==> config.mk <==
export PLATFORM = sky130hd
export DESIGN_NAME = disp_i2c_slave
export DESIGN_NICKNAME = d
export VERILOG_FILES = /design/src/rtl/i2cs_pkg.sv /design/src/rtl/i2cs_line_sync.sv /design/src/rtl/i2cs_ptr.sv /design/src/rtl/i2cs_ctrl.sv /design/src/rtl/disp_i2c_slave.sv
export SDC_FILE = /design/constraint.sdc
export NUM_CORES = 1
export LEC_CHECK = 0
export ABC_AREA = 1
export CORE_UTILIZATION = 45
export CTS_CLUSTER_DIAMETER = 50
export DETAILED_ROUTE_END_ITERATION = 10
export GPL_ROUTABILITY_DRIVEN = 0
export MAX_ROUTING_LAYER = met4
export PLACE_DENSITY = 0.69
export SLEW_MARGIN = 20
export SYNTH_ARGS = -nofsm -noshare
export SYNTH_HDL_FRONTEND = slang
export SYNTH_SLANG_ARGS = --single-unit
==> constraint.sdc <==
create_clock -name clk -period 1.9 [get_ports clk]
set_clock_uncertainty 0.1 [all_clocks]
set_input_delay 0.285 -clock clk [delete_from_list [all_inputs] [get_ports clk]]
set_output_delay 0.285 -clock clk [all_outputs]
set_load 0.05 [all_outputs]
==> src/rtl/i2cs_pkg.sv <==
package i2cs_pkg;
  localparam int BYTE_W = 8;
  localparam logic [6:0] DISP_ADDR = 7'h50;

  typedef enum logic [3:0] {
    ST_IDLE,
    ST_ADDR,
    ST_ACK,
    ST_RX,
    ST_WR_WAIT,
    ST_RD_WAIT,
    ST_REL,
    ST_TX,
    ST_RACK
  } st_e;
endpackage

==> src/rtl/i2cs_line_sync.sv <==
module i2cs_line_sync #(
  parameter int STAGES = 2
) (
  input  logic clk,
  input  logic rst_n,
  input  logic d_i,
  output logic q_o,
  output logic rise_o,
  output logic fall_o
);
  logic [STAGES-1:0] chain;
  logic              prev;

  // Reset to the idle (released) level so no edge appears after reset.
  always_ff @(posedge clk or negedge rst_n) begin
    if (!rst_n) begin
      chain <= '1;
      prev  <= 1'b1;
    end else begin
      chain <= {chain[STAGES-2:0], d_i};
      prev  <= chain[STAGES-1];
    end
  end

  assign q_o    = chain[STAGES-1];
  assign rise_o = chain[STAGES-1] & ~prev;
  assign fall_o = ~chain[STAGES-1] & prev;
endmodule

==> src/rtl/i2cs_ptr.sv <==
module i2cs_ptr #(
  parameter int PTR_W = 8
) (
  input  logic             clk,
  input  logic             rst_n,
  input  logic             load,
  input  logic [PTR_W-1:0] load_val,
  input  logic             inc,
  output logic [PTR_W-1:0] ptr_o
);
  always_ff @(posedge clk or negedge rst_n) begin
    if (!rst_n)    ptr_o <= '0;
    else if (load) ptr_o <= load_val;
    else if (inc)  ptr_o <= ptr_o + PTR_W'(1);
  end
endmodule

==> src/rtl/i2cs_ctrl.sv <==
module i2cs_ctrl
  import i2cs_pkg::*;
#(
  parameter int PTR_W = 8
) (
  input  logic              clk,
  input  logic              rst_n,
  input  logic              scl_rise,
  input  logic              scl_fall,
  input  logic              sda_q,
  input  logic              start_evt,
  input  logic              stop_evt,
  output logic              ptr_load,
  output logic [PTR_W-1:0]  ptr_val,
  output logic              ptr_inc,
  output logic              scl_oe,
  output logic              sda_oe,
  output logic              wr_valid,
  input  logic              wr_ready,
  output logic [BYTE_W-1:0] wr_data,
  output logic              rd_valid,
  input  logic              rd_ready,
  input  logic [BYTE_W-1:0] rd_data
);
  st_e               state, rel_nxt;
  logic [BYTE_W-1:0] sh;
  logic [3:0]        cnt;
  logic              rnw, first, mack;
  logic              quiet, byte_done;

  assign quiet     = !start_evt && !stop_evt;
  assign byte_done = scl_fall && (cnt == 4'd8);

  assign ptr_load = quiet && (state == ST_RX) && byte_done && first;
  assign ptr_val  = sh[PTR_W-1:0];
  assign ptr_inc  = (state == ST_WR_WAIT && wr_ready) ||
                    (quiet && state == ST_RACK && scl_fall && mack);

  assign wr_valid = (state == ST_WR_WAIT);
  assign rd_valid = (state == ST_RD_WAIT);
  assign wr_data  = sh;

  always_ff @(posedge clk or negedge rst_n) begin
    if (!rst_n) begin
      state   <= ST_IDLE;
      rel_nxt <= ST_IDLE;
      sh      <= '0;
      cnt     <= '0;
      rnw     <= 1'b0;
      first   <= 1'b0;
      mack    <= 1'b0;
      scl_oe  <= 1'b0;
      sda_oe  <= 1'b0;
    end else if (start_evt) begin
      state  <= ST_ADDR;
      cnt    <= '0;
      scl_oe <= 1'b0;
      sda_oe <= 1'b0;
    end else if (stop_evt) begin
      state  <= ST_IDLE;
      scl_oe <= 1'b0;
      sda_oe <= 1'b0;
    end else begin
      case (state)
        ST_IDLE: ;
        ST_ADDR: begin
          if (scl_rise && cnt < 4'd8) begin
            sh  <= {sh[BYTE_W-2:0], sda_q};
            cnt <= cnt + 4'd1;
          end else if (byte_done) begin
            if (sh[7:1] == DISP_ADDR) begin
              rnw    <= sh[0];
              first  <= ~sh[0];
              sda_oe <= 1'b1;
              state  <= ST_ACK;
            end else begin
              state <= ST_IDLE;
            end
          end
        end
        ST_ACK: begin
          if (scl_fall) begin
            sda_oe <= 1'b0;
            cnt    <= '0;
            if (rnw) begin
              scl_oe <= 1'b1;
              state  <= ST_RD_WAIT;
            end else begin
              state <= ST_RX;
            end
          end
        end
        ST_RX: begin
          if (scl_rise && cnt < 4'd8) begin
            sh  <= {sh[BYTE_W-2:0], sda_q};
            cnt <= cnt + 4'd1;
          end else if (byte_done) begin
            if (first) begin
              first  <= 1'b0;
              sda_oe <= 1'b1;
              state  <= ST_ACK;
            end else begin
              scl_oe <= 1'b1;
              state  <= ST_WR_WAIT;
            end
          end
        end
        ST_WR_WAIT: begin
          if (wr_ready) begin
            sda_oe  <= 1'b1;
            rel_nxt <= ST_ACK;
            state   <= ST_REL;
          end
        end
        ST_RD_WAIT: begin
          if (rd_ready) begin
            sh      <= rd_data;
            sda_oe  <= ~rd_data[BYTE_W-1];
            cnt     <= '0;
            rel_nxt <= ST_TX;
            state   <= ST_REL;
          end
        end
        ST_REL: begin
          // SDA settled one cycle earlier; now let SCL rise.
          scl_oe <= 1'b0;
          state  <= rel_nxt;
        end
        ST_TX: begin
          if (scl_rise && cnt < 4'd8) begin
            cnt <= cnt + 4'd1;
          end else if (byte_done) begin
            sda_oe <= 1'b0;
            state  <= ST_RACK;
          end else if (scl_fall && cnt != 4'd0) begin
            sh     <= {sh[BYTE_W-2:0], 1'b0};
            sda_oe <= ~sh[BYTE_W-2];
          end
        end
        ST_RACK: begin
          if (scl_rise) begin
            mack <= ~sda_q;
          end else if (scl_fall) begin
            if (mack) begin
              scl_oe <= 1'b1;
              state  <= ST_RD_WAIT;
            end else begin
              state <= ST_IDLE;
            end
          end
        end
        default: state <= ST_IDLE;
      endcase
    end
  end
endmodule

==> src/rtl/disp_i2c_slave.sv <==
module disp_i2c_slave
  import i2cs_pkg::*;
#(
  parameter int PTR_W       = 8,
  parameter int SYNC_STAGES = 2
) (
  input  logic              clk,
  input  logic              rst_n,
  input  logic              scl_i,
  input  logic              sda_i,
  output logic              scl_oe,
  output logic              sda_oe,
  output logic              wr_valid,
  input  logic              wr_ready,
  output logic [PTR_W-1:0]  wr_addr,
  output logic [BYTE_W-1:0] wr_data,
  output logic              rd_valid,
  input  logic              rd_ready,
  output logic [PTR_W-1:0]  rd_addr,
  input  logic [BYTE_W-1:0] rd_data
);
  localparam int NLINES = 2;
  localparam int SCL    = 0;
  localparam int SDA    = 1;

  logic [NLINES-1:0] raw, lq, lrise, lfall;
  logic              start_evt, stop_evt;
  logic              ptr_load, ptr_inc;
  logic [PTR_W-1:0]  ptr_val, ptr;

  assign raw = {sda_i, scl_i};

  for (genvar g = 0; g < NLINES; g++) begin : g_line
    i2cs_line_sync #(.STAGES(SYNC_STAGES)) u_sync (
      .clk    (clk),
      .rst_n  (rst_n),
      .d_i    (raw[g]),
      .q_o    (lq[g]),
      .rise_o (lrise[g]),
      .fall_o (lfall[g])
    );
  end

  // SDA edge while SCL was already high and stays high.
  assign start_evt = lfall[SDA] && lq[SCL] && !lrise[SCL];
  assign stop_evt  = lrise[SDA] && lq[SCL] && !lrise[SCL];

  i2cs_ptr #(.PTR_W(PTR_W)) u_ptr (
    .clk      (clk),
    .rst_n    (rst_n),
    .load     (ptr_load),
    .load_val (ptr_val),
    .inc      (ptr_inc),
    .ptr_o    (ptr)
  );

  i2cs_ctrl #(.PTR_W(PTR_W)) u_ctrl (
    .clk       (clk),
    .rst_n     (rst_n),
    .scl_rise  (lrise[SCL]),
    .scl_fall  (lfall[SCL]),
    .sda_q     (lq[SDA]),
    .start_evt (start_evt),
    .stop_evt  (stop_evt),
    .ptr_load  (ptr_load),
    .ptr_val   (ptr_val),
    .ptr_inc   (ptr_inc),
    .scl_oe    (scl_oe),
    .sda_oe    (sda_oe),
    .wr_valid  (wr_valid),
    .wr_ready  (wr_ready),
    .wr_data   (wr_data),
    .rd_valid  (rd_valid),
    .rd_ready  (rd_ready),
    .rd_data   (rd_data)
  );

  assign wr_addr = ptr;
  assign rd_addr = ptr;
endmodule

==> results.cfg <==
[global_routing]
grt_util_all_layers_pct = 23.0
grtUsageMet1_pct = 31.5
grt_max_degree = 38
busiest_layer = met2
grt_pass1_vias = 2194
antenna_found_initial = 0
use_met2_pct = 33.5
grt_pass1_wl_mm = 10.3
met3_usage_pct = 3.69
gr-total-overflow = 0

[hold_path]
hold_class = reg -> reg
min_path_cells = 0
holdCritStartpoint = g_line[0].u_sync.chain[0]
min_to = g_line[0].u_sync.chain[1]

[floorplanning]
initial_core_util_pct = 47.9
rows = 26
dieWidth_um = 76.7
die_area_mm2 = 0.00588
pin_count = 42
die_h_um = 76.7
core_mm2 = 0.00524

[cells_and_area]
design_area_mm2 = 0.00315
antenna_cells = 0
fin_cells = 477
syn_to_final_growth_pct = 25.4
post-route-util_pct = 60.1
nets = 424
final_cell_mix = nand2_1, buf_4, inv_1, nand3_1
drive_gt1_share_pct = 24.3
final_common_cell = nand2_1
n_fill_cell = 500

[sta]
rsz0062_at_grt = no
final-hold-violation-count = 0
setup_violations = 0
max_slew_margin_pct = 72.8
worst_slack_ps = 103
slew_viol_final = 0
worst_pin_slew_ps = 407
finalCritPeriodShare_pct = 94.6
layout_min_cycle_time_ps = 1800
hold_ws_ps = 256
max_freq_mhz = 556

[logic_synthesis]
synth_cell_types = 36
ys_seq_area_share_pct = 37.2
synth_warnings = 0
syn_inst = 352
ys_ff_latch = 37
syn_area_per_cell_um2 = 7.13
synthesis.nets = 369
synth_area_mm2 = 0.00251

[drt]
drc_errors = 0
routed_wl_mm = 6.04
viasPerCell = 5.05
drt-initial-drc-count = 170
via_count = 2409
drt_first_pass_iters = 4
drtAntennaViolNets = 0
wl_per_cell_um = 12.7

[worst_setup_path]
path_cells = inv_1 > nor2_2 > nand2_4 > inv_2 > buf_12
worstPathArrival_ps = 1410
end_kind = output port
critical-path-max-stage-delay_ps = 480
path_class = reg -> out
cp-start-kind = flip-flop
r2r.worst_path.cells = 10
r2r-end = u_ptr.ptr_o[7]
crit_slowest_cell = dfrtp_2
reg2reg_from = u_ctrl.cnt[0]
critPathMaxFanout = 8
worst-path-buf-inv = 3
required_ps = 1510
crit_family = flip-flops
r2r_setup_slack_ps = 110

[clock_tree]
cts_tree = yes
root_buffer = clkbuf_8
clock_latency_ps = 290
cts_buffer_depth = 2
numCtsBuffers = 5
h-tree-depth = 2
clk_pin_slew_ps = 70
cts.sinks = 37

[pwr]
vdd_ir_drop_max_uv = 462
power_leakage_nw = 1.67
powerDensity_mw_per_mm2 = 600

[place]
portBuffers = 41
dp_cells = 461
dpl.hpwl_mm = 4.63
dpl_cell_area_mm2 = 0.00295
pre_cts_ws_ps = -0.902

[status]
outcome = completed

[job]
cap_violations = 0
## sequential cells by signal, summed over array words and instances, names as in the netlist, 2 cells and up
signal               flops
u_ctrl.ptr_val           8
u_ptr.ptr_o              8
g_line.u_sync.chain      4
u_ctrl.cnt               4
u_ctrl.state             4
g_line.u_sync.prev       2
u_ctrl.rel_nxt           2
## where the power goes
part | internal, mW | switching (mW)
clock network | 0.288 | 0.270
logic | 0.155 | 0.282
registers | 0.839 | 0.0553
## synth_stat cells
library cell    n  area (µm²)
ha_1            3        37.5
nand4_1         4        25.0
o21ai_0        21         105
o31ai_1         1        7.51
buf_6           3        33.8
nand2_1       106         398
inv_2           3        11.3
a22o_1          1        8.76
xnor2_1         1        8.76
clkinv_2        1        5.00
dfstp_2         6         158
a21oi_1         3        15.0
inv_1          38         143
nand3_2         3        30.0
o211ai_1        1        7.51
inv_6           1        8.76
xor2_1          3        26.3
mux2i_1         6        60.1
o2111ai_1       1        8.76
or2_1           1        6.26
nand2_2         5        31.3
nand2_4         3        33.8
nor2_2          4        25.0
nand3_4         1        17.5
o21ai_1        12        60.1
and3_1          1        6.26
or2_2           1        6.26
buf_4           9        67.6
o22ai_1         1        6.26
nand3_1        37         185
nor2_4          4        45.0
or2_0           1        6.26
dfrtp_1        31         776
o21bai_1        1        7.51
nor2_1         33         124
nor3_2          1        10.0
## per-layer routing
layer | part of all wire (%) | wire, µm | vias to the layer above
met2 | 45 | 2750 | 65
li1 | - | - | 1232
met3 | 4.3 | 260 | 15
met1 | 48 | 2880 | 1097
met4 | 2.6 | 160 | 0
met5 | 0 | 0 | -
## area by class of cell
type | instances | area [µm²] | area share (%)
multi-input combinational | 260 | 1350 | 42.9
inverter | 43 | 168 | 5.33
sequential | 37 | 937 | 29.8
tap | 70 | 87.6 | 2.78
timing repair buffer | 60 | 518 | 16.5
clock buffer | 7 | 86.3 | 2.74
## per-stage QoR
stage | TNS (ps) | power [mW]
after floorplan | 0 | 1.18
final | 0 | 1.89
after global routing | 0 | 1.98
after global placement | 0 | 1.32
after detailed placement | -0.902 | 1.32
after CTS | 0 | 1.89
## cell families after synthesis
kind of cell             synth area share [%]
AND/OR/NAND/NOR                          37.8
multiplexers                             2.39
adder cells (fa/ha/maj)                  1.49
AO/OA/AOI/OAI                            9.02
XOR/XNOR                                 1.40
flip-flops                               37.2
buffers and inverters                    10.7
## worst max path at each step
stage	cells past startpoint	endpoint	start	slack, ps
floorplan	10	u_ptr.ptr_o[2]	u_ctrl.state[0]	90
global placement	10	u_ptr.ptr_o[7]	u_ctrl.cnt[0]	60
detailed placement	9	u_ctrl.state[1]	g_line[1].u_sync.chain[1]	-0.9
CTS	5	rd_valid	u_ctrl.state[0]	10
global route	10	u_ptr.ptr_o[2]	u_ctrl.cnt[0]	9
finish	5	rd_valid	u_ctrl.state[0]	100
## what timing repair did
item,in CTS,in global routing
setup endpoints to repair,4,25
gates resized for setup,2,16
pin swaps,1,2
hold buffers,1,0
buffers inserted,1,7
endpoints found under the hold margin,31,0
Note: power is estimated with default switching activity, not from simulation.
